<file path="src/rtl/wdog_pkg.sv">
`timescale 1ns/1ps
package wdog_pkg;

    typedef enum logic {
        SRC_SYSDIV = 1'b0,
        SRC_OSC    = 1'b1
    } src_e;

    typedef enum logic {
        CLR_SINGLE = 1'b0,
        CLR_PAIRED = 1'b1
    } clr_mode_e;

    typedef struct packed {
        logic chip;
        logic wake;
        logic to;
    } wd_stat_t;

endpackage

</file>
<file path="src/rtl/wdog_tick_src.sv">
`timescale 1ns/1ps
module wdog_tick_src #(
    parameter int DIV_W = 2
) (
    input  logic clk,
    input  logic rst_n,
    input  logic clr,
    input  logic src_sel,
    input  logic osc_tick,
    output logic tick
);
    import wdog_pkg::*;

    typedef struct packed {
        logic [DIV_W-1:0] div;
    } tick_st_t;

    tick_st_t st_d, st_q;
    src_e     src;

    always_comb begin
        src     = src_e'(src_sel);
        st_d    = st_q;
        st_d.div = clr ? '0 : st_q.div + 1'b1;
        if (src == SRC_OSC) begin
            tick = osc_tick;
        end else begin
            tick = &st_q.div;
        end
    end

    always_ff @(posedge clk or negedge rst_n) begin
        if (!rst_n) begin
            st_q <= '0;
        end else begin
            st_q <= st_d;
        end
    end

    AST_DIV_RESTART: assert property (@(posedge clk) disable iff (!rst_n)
        clr |=> (st_q.div == '0)) else $error("divider not restarted");

endmodule

</file>
<file path="src/rtl/wdog_clear_ctl.sv">
`timescale 1ns/1ps
module wdog_clear_ctl (
    input  logic clk,
    input  logic rst_n,
    input  logic pair_mode,
    input  logic clr_one,
    input  logic clr_a,
    input  logic clr_b,
    input  logic halt,
    output logic clr_sw
);
    import wdog_pkg::*;

    typedef struct packed {
        logic seen_a;
        logic seen_b;
    } pair_st_t;

    pair_st_t  st_d, st_q;
    clr_mode_e mode;
    logic      hit_a, hit_b, pair_done;

    always_comb begin
        mode      = clr_mode_e'(pair_mode);
        st_d      = st_q;
        hit_a     = clr_a | st_q.seen_a;
        hit_b     = clr_b | st_q.seen_b;
        pair_done = (clr_a | clr_b) & hit_a & hit_b;
        if (mode == CLR_SINGLE) begin
            clr_sw = clr_one;
            st_d   = '0;
        end else begin
            clr_sw = pair_done;
            if (halt || pair_done) begin
                st_d = '0;
            end else begin
                st_d.seen_a = hit_a;
                st_d.seen_b = hit_b;
            end
        end
    end

    always_ff @(posedge clk or negedge rst_n) begin
        if (!rst_n) begin
            st_q <= '0;
        end else begin
            st_q <= st_d;
        end
    end

    AST_FLAGS_EXCL: assert property (@(posedge clk) disable iff (!rst_n)
        !(st_q.seen_a && st_q.seen_b)) else $error("both pair flags held");

    AST_SINGLE_NO_FLAGS: assert property (@(posedge clk) disable iff (!rst_n)
        !pair_mode |=> (!st_q.seen_a && !st_q.seen_b)) else $error("flag in single style");

    AST_HALT_DROPS: assert property (@(posedge clk) disable iff (!rst_n)
        halt |=> (!st_q.seen_a && !st_q.seen_b)) else $error("flag survived halt");

    AST_REPEAT_A_IDLE: assert property (@(posedge clk) disable iff (!rst_n)
        (pair_mode && $past(pair_mode) && $past(clr_a) && !$past(clr_b) && !$past(halt)
         && clr_a && !clr_b) |-> !clr_sw) else $error("repeat cleared");

endmodule

</file>
<file path="src/rtl/wdog_div_chain.sv">
`timescale 1ns/1ps
module wdog_div_chain #(
    parameter  int PRE_W = 7,
    parameter  int CNT_W = 8,
    localparam int SEL_W = $clog2(PRE_W + 1)
) (
    input  logic             clk,
    input  logic             rst_n,
    input  logic             clr,
    input  logic             tick,
    input  logic [SEL_W-1:0] sel,
    output logic             ovf
);
    typedef struct packed {
        logic [PRE_W-1:0] pre;
        logic [CNT_W-1:0] cnt;
    } chain_st_t;

    chain_st_t    st_d, st_q;
    logic [PRE_W:0] stage_hit;
    logic         step;

    assign stage_hit[0] = 1'b1;
    for (genvar i = 1; i <= PRE_W; i++) begin : g_tap
        assign stage_hit[i] = &st_q.pre[i-1:0];
    end

    always_comb begin
        st_d = st_q;
        step = tick & stage_hit[sel];
        ovf  = 1'b0;
        if (clr) begin
            st_d = '0;
        end else if (tick) begin
            st_d.pre = st_q.pre + 1'b1;
            if (step) begin
                st_d.cnt = st_q.cnt + 1'b1;
                ovf      = &st_q.cnt;
            end
        end
    end

    always_ff @(posedge clk or negedge rst_n) begin
        if (!rst_n) begin
            st_q <= '0;
        end else begin
            st_q <= st_d;
        end
    end

    AST_CLR_ZEROES: assert property (@(posedge clk) disable iff (!rst_n)
        clr |=> (st_q.cnt == '0 && st_q.pre == '0)) else $error("clear missed");

    AST_NO_TICK_HOLD: assert property (@(posedge clk) disable iff (!rst_n)
        (!clr && !tick) |=> $stable(st_q.cnt)) else $error("count moved without tick");

    AST_OVF_WRAP: assert property (@(posedge clk) disable iff (!rst_n)
        ovf |=> (st_q.cnt == '0)) else $error("no wrap after expiry");

endmodule

</file>
<file path="src/rtl/wdog_core.sv">
`timescale 1ns/1ps
module wdog_core #(
    parameter  int PRE_W = 7,
    parameter  int CNT_W = 8,
    parameter  int DIV_W = 2,
    localparam int SEL_W = $clog2(PRE_W + 1)
) (
    input  logic             clk,
    input  logic             rst_n,
    input  logic             osc_tick,
    input  logic             src_sel,
    input  logic             pair_mode,
    input  logic             clr_one,
    input  logic             clr_a,
    input  logic             clr_b,
    input  logic             halt,
    input  logic             pdown,
    input  logic [SEL_W-1:0] per_sel,
    output logic             chip_rst_req,
    output logic             wake_rst_req,
    output logic             to_flag
);
    import wdog_pkg::*;

    wd_stat_t st_d, st_q;
    logic     clr_sw, clr_any, tick, ovf;

    assign clr_any = clr_sw | halt;

    wdog_clear_ctl u_clr (
        .clk       (clk),
        .rst_n     (rst_n),
        .pair_mode (pair_mode),
        .clr_one   (clr_one),
        .clr_a     (clr_a),
        .clr_b     (clr_b),
        .halt      (halt),
        .clr_sw    (clr_sw)
    );

    wdog_tick_src #(.DIV_W(DIV_W)) u_tick (
        .clk      (clk),
        .rst_n    (rst_n),
        .clr      (clr_any),
        .src_sel  (src_sel),
        .osc_tick (osc_tick),
        .tick     (tick)
    );

    wdog_div_chain #(.PRE_W(PRE_W), .CNT_W(CNT_W)) u_chain (
        .clk   (clk),
        .rst_n (rst_n),
        .clr   (clr_any),
        .tick  (tick),
        .sel   (per_sel),
        .ovf   (ovf)
    );

    always_comb begin
        st_d      = st_q;
        st_d.chip = ovf & ~pdown;
        st_d.wake = ovf & pdown;
        if (ovf && !pdown) begin
            st_d.to = 1'b1;
        end else if (clr_any) begin
            st_d.to = 1'b0;
        end
    end

    always_ff @(posedge clk or negedge rst_n) begin
        if (!rst_n) begin
            st_q <= '0;
        end else begin
            st_q <= st_d;
        end
    end

    assign chip_rst_req = st_q.chip;
    assign wake_rst_req = st_q.wake;
    assign to_flag      = st_q.to;

    AST_CHIP_PULSE: assert property (@(posedge clk) disable iff (!rst_n)
        chip_rst_req |=> !chip_rst_req) else $error("chip request too long");

    AST_TO_WITH_CHIP: assert property (@(posedge clk) disable iff (!rst_n)
        chip_rst_req |-> to_flag) else $error("status not set");

    AST_WAKE_PULSE: assert property (@(posedge clk) disable iff (!rst_n)
        wake_rst_req |=> !wake_rst_req) else $error("wake request too long");

    AST_ONE_KIND: assert property (@(posedge clk) disable iff (!rst_n)
        !(chip_rst_req && wake_rst_req)) else $error("both requests");

    AST_WAKE_KEEPS_TO: assert property (@(posedge clk) disable iff (!rst_n)
        wake_rst_req |-> (to_flag == $past(to_flag))) else $error("status moved on wake");

    AST_TO_STICKY: assert property (@(posedge clk) disable iff (!rst_n)
        (to_flag && !clr_any) |=> to_flag) else $error("status dropped");

    AST_CLR_BEATS: assert property (@(posedge clk) disable iff (!rst_n)
        clr_any |=> (!chip_rst_req && !wake_rst_req)) else $error("request despite clear");

endmodule

</file>
<file path="config.mk">
export PLATFORM = sky130hd
export DESIGN_NAME = wdog_core
export DESIGN_NICKNAME = d
export VERILOG_FILES = /design/src/rtl/wdog_pkg.sv /design/src/rtl/wdog_tick_src.sv /design/src/rtl/wdog_clear_ctl.sv /design/src/rtl/wdog_div_chain.sv /design/src/rtl/wdog_core.sv
export SDC_FILE = /design/constraint.sdc
export NUM_CORES = 1
export LEC_CHECK = 0
export CAP_MARGIN = 20
export CORE_ASPECT_RATIO = 2
export CORE_MARGIN = 3
export CORE_UTILIZATION = 40
export DETAILED_ROUTE_END_ITERATION = 7
export MAX_ROUTING_LAYER = met4
export SLEW_MARGIN = 20
export SYNTH_ARGS = -nofsm -noshare
export SYNTH_HDL_FRONTEND = slang
export SYNTH_HIERARCHICAL = 1
export SYNTH_SLANG_ARGS = --single-unit
</file>
<file path="constraint.sdc">
create_clock -name clk -period 3.35 [get_ports clk]
set_clock_uncertainty 0.15 [all_clocks]
set_input_delay 0.67 -clock clk [delete_from_list [all_inputs] [get_ports clk]]
set_output_delay 0.67 -clock clk [all_outputs]
set_load 0.02 [all_outputs]
</file>
==> run_results.csv, run 1 <==
group,metric,value,unit
detailed_routing,drt.antenna.violating_nets,0,
worst_setup_path,critPathMaxFanout,7,
grt,antenna_found_initial,0,
synthesis,yosysUniqueCellTypes,38,
worst_setup_path,crit_path_start,"per_sel[1]",
synthesis,synth_commonest_cells,"dfrtp_1, nor2_1, nor2b_1",
clocking,insertion_delay,0.26,ns
power,ir_worst_vdd,0.2544,mV
timing,layout_min_cycle_time,2.624,ns
timing,rsz0062_at_grt,"no",
final_layout,syn2layout_area_growth,18.26,%
worst_setup_path,crit_type,"primary input to flop",
synthesis,post-synth-top-area-cell,"dfrtp_1",
worst_setup_path,rr_startpoint,"u_chain/st_q[8]$_DFFE_PN0P_",
detailed_routing,vias,927,
clocking,cts-buffers-inserted,3,
place,hpwl,1987,µm
timing,setup_viol_count_final,0,
worst_setup_path,crit_path_max_incr_delay,0.58,ns
timing,maxSlewViolCount,0,
place,portBuffers,15,
synthesis,ys_seq_area_frac,0.4344,
clocking,cts.clk_slew.worst_paths,0.07,ns
clocking,root_buffer,"clkbuf_8",
worst_setup_path,slowest_stage,"clkdlybuf4s50_1",
grt,met1_usage,0.1423,
clocking,hold_buffers,0,
die,core_region_area,0.003013,mm²
clocking,cts_setup_buffers,0,
synthesis,synth-seq-cells,22,
grt,grt_pass1_vias,968,
synthesis,synth_edf_count,0,
timing,max_freq,0.3811,GHz
synthesis,syn_area,0.001267,mm²
synthesis,ys_async_sr_fraction,1.000,
worst_setup_path,critPathLaunchType,"primary input",
worst_setup_path,required,3.35,ns
detailed_routing,wl_per_cell,15.29,µm
hold_path,min_path_type,"flop to flop",
place,place_inst,161,
detailed_routing,viasPerCell,5.652,
place,dpl-instance-area,0.001458,mm²
die,fp.dieW,45.81,µm
clocking,cts_sinks,22,
final_layout,fin_nets,154,
power,power_density,331.9,mW/mm²
flow_run,max_cap_viol_count,0,
synthesis,synth_cells,117,
timing,fin_setup_tns,0,ns
clocking,tritoncts,"done",
grt,grt_use_met2,0.2777,
die,dieArea,0.003921,mm²
detailed_routing,drc_errors,0,
worst_setup_path,critPathCaptureType,"flop",
timing,worst_pin_slew,0.4256,ns
synthesis,yosysWarnings,6,
timing,hold_viol_final,0,
worst_setup_path,worstSetupEndpoint,"to_flag$_DFFE_PN0P_",
worst_setup_path,rr_worst_depth,10,
synthesis,synthTopCellsByArea,"dfrtp_1, nor2_1, ha_1, mux2_1, nor2b_1",
synthesis,syn_area_per_cell,10.83,µm²
grt,grt.total_usage,0.1492,
worst_setup_path,arrival,2.63,ns
place,gp_congestion,0.7338,
die,num_io_pins,16,
timing,relSlewSlack,0.7156,
grt,grt_pass1_wl,4188,µm
final_layout,stdcell_area,0.001499,mm²
grt,grtUsageMet3,0.01891,
synthesis,synth.most_common_cell,"dfrtp_1",
synthesis,ys.flop_type,"dfrtp_1",
detailed_routing,drt_iter0_markers,13,
power,finalPower,497.5,µW
final_layout,layout-drive-gt1-share,0.1418,
clocking,cts_buffer_depth,2,
detailed_routing,routed_wl,2508,µm
worst_setup_path,regToRegSetupSlack,0.93,ns
detailed_routing,drtPass1Iterations,4,
die,fp.dieH,85.61,µm
synthesis,synth.top_cell.area_share,0.4344,
grt,grt_max_degree,23,
grt,busiest_layer,"met2",
clocking,cts_resized,0,
final_layout,antenna_cells,0,
die,start_util,0.4207,
run_status,outcome,"finished clean",
clocking,htreeDepth,1,
worst_setup_path,path_cells,"clkdlybuf4s50_1 > mux2_2 > o311ai_4 > a21oi_2 > and4_1 > nor2b_4 > a21o_1",
timing,finalCritPeriodShare,0.7832,
worst_setup_path,rr_endpoint,"to_flag$_DFFE_PN0P_",
grt,grt_overflow,0,
die,rows,28,
final_layout,layoutNonFillerInstCount,164,
power,leakagePower,0.6559,nW
final_layout,postLayoutCoreUtil,0.4975,
synthesis,synth_nets,135,
report_power, final:
group          switching, mW  internal, mW
clock                 0.0845        0.0803
combinational         0.0317        0.0288
sequential           0.00319         0.269
total                  0.119         0.378
per-layer routing:
metal	up-vias	wire (µm)
met3	4	61
met1	460	915
met4	0	38
met2	15	1493
met5	-	0
li1	448	-
per-stage QoR:
step / hold WS, ns / worst slack (ns)
2_1_floorplan: 0.2244 / 1.154
3_3_place_gp: 0.2640 / 0.5134
3_5_place_dp: 0.2748 / 0.4877
4_1_cts: 0.2860 / 0.7417
5_1_grt: 0.3150 / 0.6583
6_report: 0.2894 / 0.7263
cell usage in the layout (no fill, tap or decap), types with 2 or more instances in the layout:
cell type and n:
dfrtp_1 22, nor2_1 17, clkdlybuf4s50_1 15, nor2b_1 8, inv_1 5, nand3_1 5, a211oi_1 5, mux2_1 5
ha_1 5, mux2i_1 4, clkbuf_8 3, mux2_2 3, nand2_1 3, nand2b_1 3, buf_4 2, xor2_1 2
a2111oi_2 2, o21ai_0 2, a21oi_1 2, or2b_1 2
state kept, by name, summed over array words and instances (netlist names):
register,count
to_flag,1
u_tick/st_q,2
u_clr/st_q,2
wake_rst_req,1
u_chain/st_q,15
chip_rst_req,1
area by class of cell:
class                   count  area (µm²)
multi-input cells          87       685.7
fillers                   283        1514
clock buffers               3       41.29
well taps                  30       37.54
flip-flops and latches     22       550.5
inverters                   5       18.77
repair buffers             17       165.2
cell families after synthesis:
logic type      synth area share
buf+inv                  0.02468
mux                       0.1145
flops                     0.4344
simple gates              0.2103
fa+ha+maj                0.04936
compound gates            0.1461
xor+xnor                 0.02073
worst max-delay path, delay by kind of cell:
kind | cells | cell delay (ns)
AO/OA/AOI/OAI | 3 | 0.65
AND/OR/NAND/NOR | 2 | 0.35
buffers and inverters | 1 | 0.58
multiplexers | 1 | 0.38
how the worst min path moves through the flow:
stage	startpoint	endpoint	slack (ns)	cells past startpoint
floorplan	rst_n	chip_rst_req$_DFF_PN0_	0.22	0
global placement	u_tick/st_q[0]$_DFF_PN0_	u_tick/st_q[0]$_DFF_PN0_	0.26	1
detailed placement	u_tick/st_q[0]$_DFF_PN0_	u_tick/st_q[0]$_DFF_PN0_	0.27	1
CTS	u_tick/st_q[0]$_DFF_PN0_	u_tick/st_q[0]$_DFF_PN0_	0.29	1
global route	u_tick/st_q[0]$_DFF_PN0_	u_tick/st_q[0]$_DFF_PN0_	0.31	1
finish	u_tick/st_q[0]$_DFF_PN0_	u_tick/st_q[0]$_DFF_PN0_	0.29	1
(Power assumes the default switching activity.)
==> run 2, diff against run 1 <==
==> constraint.sdc (replaced) <==
create_clock -name clk -period 2.15 [get_ports clk]
set_clock_uncertainty 0.15 [all_clocks]
set_input_delay 0.43 -clock clk [delete_from_list [all_inputs] [get_ports clk]]
set_output_delay 0.43 -clock clk [all_outputs]
set_load 0.02 [all_outputs]
==> run 2 against run 1 <==
The run now ends with setup timing left. First-iteration DRC count rose by 7.7%. Flip-flop and latch count is the same. Sequential power is 56% higher. Final cell count is 11% higher. Worst hold slack gained 0.0015 ns. Critical path type is now flop to flop. Critical endpoint is now u_chain/st_q[4]$_DFFE_PN0P_.
==> run_results.csv, run 2 (same netlist as run 1, synthesis figures left out) <==
group,metric,value,unit
run_status,outcome,"finished with violations",
run_status,violations,"setup timing",
final_layout,largest_reg_flops,15,
final_layout,syn2layout_area_growth,43.44,%
detailed_routing,vias,986,
timing,setup_viol_count_final,2,
final_layout,top_register,"u_chain/st_q",
final_layout,fin_nets,171,
clocking,insertion_delay,0.26,ns
timing,hold_viol_final,0,
power,leakagePower,0.7569,nW
timing,relSlewSlack,0.8016,
worst_setup_path,critPathLaunchType,"flop",
hold_path,min_path_type,"flop to flop",
clocking,tritoncts,"done",
timing,rsz0062_at_grt,"yes",
worst_setup_path,critPathCaptureType,"flop",
clocking,cts_buffer_depth,2,
final_layout,largest_registers,"u_chain/st_q x15, u_clr/st_q x2, u_tick/st_q x2",
detailed_routing,viasPerCell,5.418,
power,p_comb_frac,0.137,
power,power.share.sequential,0.451,
place,portBuffers,15,
detailed_routing,drtPass1Iterations,4,
flow_run,max_cap_viol_count,0,
die,num_io_pins,16,
worst_setup_path,regToRegSetupSlack,-0.02,ns
grt,grt_use_met2,0.2904,
die,start_util,0.4207,
detailed_routing,drc_errors,0,
clocking,hold_buffers,0,
timing,max_freq,0.4607,GHz
grt,grt_pass1_vias,1079,
clocking,htreeDepth,1,
clocking,cts-buffers-inserted,3,
die,fp.dieH,85.61,µm
detailed_routing,routed_wl,2822,µm
final_layout,layout_common_cells,"dfrtp_1, nor2_1, buf_4",
power,sw_frac_of_total,0.2197,
worst_setup_path,crit_buf_inv,2,
final_layout,layout-drive-gt1-share,0.3421,
grt,grt_pass1_wl,4581,µm
place,dp_slack,-0.2928,ns
final_layout,layoutNonFillerInstCount,182,
worst_setup_path,required,2.15,ns
grt,antenna_found_initial,0,
final_layout,postLayoutCoreUtil,0.6034,
timing,fin_setup_tns,-0.02343,ns
detailed_routing,wl_per_cell,15.51,µm
place,place_inst,177,
power,netSwitchingPower,206.4,µW
power,power_density,516.6,mW/mm²
power,intPower,732.8,µW
die,core_region_area,0.003013,mm²
grt,grt_overflow,0,
detailed_routing,drt_iter0_markers,14,
worst_setup_path,cp_top_family,"simple AND/OR/NAND/NOR gates",
worst_setup_path,critPathMaxFanout,6,
timing,fin_ws,-0.02063,ns
worst_setup_path,crit_type,"flop to flop",
clocking,cts_sinks,22,
grt,met1_usage,0.1698,
power,ir_worst_vdd,0.4379,mV
detailed_routing,drt.antenna.violating_nets,0,
grt,busiest_layer,"met2",
grt,grtUsageMet3,0.01891,
worst_setup_path,crit_path_max_incr_delay,0.49,ns
timing,finalCritPeriodShare,1.010,
worst_setup_path,slowest_stage,"or4b_4",
grt,grt_max_degree,23,
die,fp.dieW,45.81,µm
timing,worst_pin_slew,0.2969,ns
clocking,root_buffer,"clkbuf_8",
worst_setup_path,arrival,2.17,ns
worst_setup_path,path_cells,"ha_4 > buf_6 > or4b_4 > o311ai_4 > buf_6 > a211oi_2 > mux2_1",
worst_setup_path,path_common_cell,"buf_6",
clocking,cts.clk_slew.worst_paths,0.08,ns
final_layout,mostFrequentLayoutCell,"dfrtp_1",
final_layout,antenna_cells,0,
die,dieArea,0.003921,mm²
place,hpwl,2039,µm
die,rows,28,
timing,maxSlewViolCount,0,
power,clkPwrFrac,0.412,
place,gp_congestion,0.7425,
timing,layout_min_cycle_time,2.171,ns
grt,grt.total_usage,0.1608,
-- run 2: cell types whose count changed in the layout (fill, tap and decap cells not counted), moves of 2 or more --
cell,previous run,this run
buf_4,2,16
a211oi_1,5,0
mux2_4,1,6
a211oi_4,0,4
mux2_1,5,1
ha_1,5,2
ha_4,0,3
buf_6,0,2
-- run 2: timing repair --
item                                    CTS  global route
endpoints found under the setup margin    7             8
setup buffers                             1             1
gates resized for setup                   8            19
pin swaps                                 4             3
-- run 2: final cells by class --
| type | count | area, µm² |
|---|---|---|
| Sequential cell | 22 | 550.5 |
| Inverter | 5 | 18.77 |
| Clock buffer | 3 | 41.29 |
| Timing Repair Buffer | 34 | 306.5 |
| Multi-Input combinational cell | 87 | 833.3 |
| Fill cell | 259 | 1195 |
| Tap cell | 30 | 37.54 |
| Clock inverter | 1 | 30.03 |
-- run 2: per-layer routing --
metal | share of wire | up-vias
met1 | 0.37 | 492
met3 | 0.018 | 4
met4 | 0.012 | 0
met5 | 0 | -
met2 | 0.59 | 12
li1 | - | 478
-- run 2: worst register-to-register path, cell delays in order, from the launching register on --
cell and delay (ns):
dfrtp_1 0.42, ha_4 0.20, buf_6 0.11, or4b_4 0.49
o311ai_4 0.10, buf_6 0.22, a211oi_2 0.06, mux2_1 0.31
-- run 2: stage by stage --
step	instance area, µm²	power (mW)	hold WS [ns]
floorplan	1276	0.4798	-0.01559
global placement	1587	0.5422	0.2644
detailed placement	1587	0.5473	0.2839
CTS	1697	0.9405	0.2948
global route	1818	0.9759	0.3021
finish	1818	0.9392	0.2909
-- run 2: power by group through the flow --
| stage | clock, mW | combinational (mW) | sequential [mW] |
|---|---|---|---|
| after global routing | 0.411 | 0.140 | 0.425 |
| after global placement | 0 | 0.111 | 0.431 |
| after detailed placement | 0 | 0.116 | 0.432 |
| final | 0.387 | 0.128 | 0.424 |
| after CTS | 0.397 | 0.121 | 0.423 |
| after floorplan | 0 | 0.0486 | 0.431 |
-- run 2: final timing paths --
path                                              from                      endpoint  cells past startpoint
hold / removal                u_tick/st_q[0]$_DFF_PN0_      u_tick/st_q[0]$_DFF_PN0_                      1
max in group asynchronous                        rst_n  u_chain/st_q[14]$_DFFE_PN0P_                      2
setup / recovery           u_chain/st_q[8]$_DFFE_PN0P_   u_chain/st_q[4]$_DFFE_PN0P_                      7
hold reg to reg               u_tick/st_q[0]$_DFF_PN0_      u_tick/st_q[0]$_DFF_PN0_                      1
min in group asynchronous                        rst_n   u_chain/st_q[8]$_DFFE_PN0P_                      2
setup reg to reg           u_chain/st_q[8]$_DFFE_PN0P_   u_chain/st_q[4]$_DFFE_PN0P_                      7
==> run 3, diff against run 2 <==
--- a/config.mk
+++ b/config.mk
@@ -11,6 +11,7 @@
 export CORE_UTILIZATION = 40
 export DETAILED_ROUTE_END_ITERATION = 7
 export MAX_ROUTING_LAYER = met4
+export SETUP_SLACK_MARGIN = 0.4
 export SLEW_MARGIN = 20
 export SYNTH_ARGS = -nofsm -noshare
 export SYNTH_HDL_FRONTEND = slang
==> run 3 against run 2 <==
The flow still finishes with violations (setup timing). Count of clock-buffer cells in the layout did not move. Flip-flop and latch count did not move. Sequential share of layout area rose by 0.084 points. Critical path type unchanged. Fmax fell by 0.79%.
==> run_results.csv, run 3 (same netlist as run 1, synthesis figures left out) <==
group,metric,value,unit
timing,maxSlewViolCount,0,
power,leakagePower,0.8015,nW
clocking,tritoncts,"done",
timing,rsz0062_at_grt,"yes",
flow_run,max_cap_viol_count,0,
die,dieArea,0.003921,mm²
timing,max_freq,0.4571,GHz
detailed_routing,drc_errors,0,
power,sw_frac_of_total,0.2371,
final_layout,fillers,268,
power,power_density,447.4,mW/mm²
worst_setup_path,slowest_stage,"dfrtp_1",
grt,grt_pass1_vias,1132,
timing,worst_pin_slew,0.4038,ns
final_layout,antenna_cells,0,
worst_setup_path,regToRegSetupSlack,-0.04,ns
timing,fin_ws,-0.03785,ns
clocking,root_buffer,"clkbuf_8",
timing,setup_viol_count_final,4,
final_layout,final-seq-area,550.5,µm²
worst_setup_path,crit_buf_inv,2,
run_status,outcome,"finished with violations",
detailed_routing,viasPerCell,5.513,
die,fp.dieW,45.81,µm
place,dp_slack,-0.3501,ns
power,finalPower,811.1,µW
power,netSwitchingPower,192.3,µW
die,core_region_area,0.003013,mm²
run_status,violations,"setup timing",
clocking,cts_sinks,22,
worst_setup_path,cp_top_family,"multiplexers",
clocking,hold_buffers,0,
clocking,cts-buffers-inserted,3,
detailed_routing,wl_per_cell,15.71,µm
clocking,cts.clk_slew.worst_paths,0.08,ns
worst_setup_path,critPathMaxFanout,7,
place,gp_congestion,0.7436,
timing,fin_setup_tns,-0.1018,ns
worst_setup_path,arrival,2.18,ns
detailed_routing,routed_wl,2969,µm
timing,layout_min_cycle_time,2.188,ns
power,ir_worst_vdd,0.3374,mV
die,rows,28,
grt,grt_max_degree,23,
clocking,cts_buffer_depth,2,
place,portBuffers,15,
hold_path,min_path_type,"flop to flop",
detailed_routing,vias,1042,
clocking,htreeDepth,1,
detailed_routing,drt.antenna.violating_nets,0,
grt,grt_pass1_wl,4892,µm
timing,hold_viol_final,0,
final_layout,layout_common_cells,"dfrtp_1, buf_4, nor2_1",
worst_setup_path,critPathCaptureType,"flop",
power,intPower,618.8,µW
final_layout,largest_registers,"u_chain/st_q x15, u_clr/st_q x2, u_tick/st_q x2",
worst_setup_path,crit_path_max_incr_delay,0.42,ns
die,num_io_pins,16,
grt,grt_overflow,0,
place,hpwl,2172,µm
final_layout,fin_nets,179,
worst_setup_path,path_cells,"ha_4 > ha_4 > mux2_4 > o311ai_4 > buf_6 > a21oi_2 > buf_4 > mux2_4",
grt,antenna_found_initial,0,
final_layout,top_register,"u_chain/st_q",
grt,grt.total_usage,0.1740,
timing,relSlewSlack,0.7307,
final_layout,layout-drive-gt1-share,0.3585,
detailed_routing,drtPass1Iterations,4,
die,fp.dieH,85.61,µm
worst_setup_path,crit_type,"flop to flop",
final_layout,syn2layout_area_growth,43.04,%
power,clkPwrFrac,0.306,
die,start_util,0.4207,
worst_setup_path,required,2.14,ns
worst_setup_path,critPathLaunchType,"flop",
final_layout,multi_input_area,804.5,µm²
power,p_comb_frac,0.171,
final_layout,largest_reg_flops,15,
timing,finalCritPeriodShare,1.018,
power,power.share.sequential,0.523,
clocking,insertion_delay,0.26,ns
detailed_routing,drt_iter0_markers,19,
==> run 3: changes by cell type in the layout (fill, tap and decap cells not counted), moves of 2 or more <==
cell / before / now
a211oi_1: 0 / 2
buf_6: 2 / 4
mux2_1: 1 / 3
mux2_2: 2 / 0
a211oi_4: 4 / 1
clkdlybuf4s50_1: 14 / 7
buf_4: 16 / 22
dlygate4sd2_1: 1 / 8
==> run 3: metrics by stage <==
stage	hold slack [ns]	cells	area, µm²	utilization
2_1_floorplan	-0.01559	117	1287	-
3_3_place_gp	0.2646	175	1583	0.5253
3_5_place_dp	0.2784	175	1583	0.5253
4_1_cts	0.2893	184	1725	0.5727
5_1_grt	0.3025	189	1813	0.6017
6_report	0.2888	189	1813	0.6017
==> run 3: layout make-up <==
type,count,area share
sequential,22,0.3037
clock buffer,3,0.02277
timing repair buffer,42,0.1974
inverter,5,0.01173
tap,30,0.02070
multi-input combinational,87,0.4438
==> run 3: what timing repair did <==
item | CTS | global route
setup endpoints to repair | 18 | 15
pin swaps | 12 | 6
gates resized for setup | 20 | 12
setup buffers | 6 | 4
gates cloned | 0 | 1
==> run 3: worst paths after layout <==
check                      depth (start not counted)                            to                         from
min in group asynchronous                          2   u_chain/st_q[9]$_DFFE_PN0P_                        rst_n
max in group asynchronous                          2  u_chain/st_q[13]$_DFFE_PN0P_                        rst_n
hold reg to reg                                    1      u_tick/st_q[0]$_DFF_PN0_     u_tick/st_q[0]$_DFF_PN0_
setup reg to reg                                   8   u_chain/st_q[0]$_DFFE_PN0P_  u_chain/st_q[9]$_DFFE_PN0P_
hold / removal                                     1      u_tick/st_q[0]$_DFF_PN0_     u_tick/st_q[0]$_DFF_PN0_
setup / recovery                                   8   u_chain/st_q[0]$_DFFE_PN0P_  u_chain/st_q[9]$_DFFE_PN0P_
==> run 3: layer usage <==
metal	GRT usage	vias up	share of wire	routed length (µm)
li1	-	499	-	-
met2	0.3389	23	0.59	1759
met1	0.1562	510	0.34	1020
met4	0.06218	0	0.033	97
met3	0.02101	10	0.031	93
met5	-	-	0	0
==> run 3: worst register-to-register path: stages (launching register included) <==
cell      delay, ns
dfrtp_1        0.42
ha_4           0.20
ha_4           0.15
mux2_4         0.26
o311ai_4       0.22
buf_6          0.18
a21oi_2        0.05
buf_4          0.16
mux2_4         0.29
==> run 3: power groups by stage <==
stage,clock network (mW),logic (mW),registers [mW]
finish,0.248,0.139,0.424
global route,0.278,0.152,0.425
CTS,0.257,0.129,0.424
detailed placement,0,0.117,0.432
global placement,0,0.114,0.431
floorplan,0,0.0496,0.431
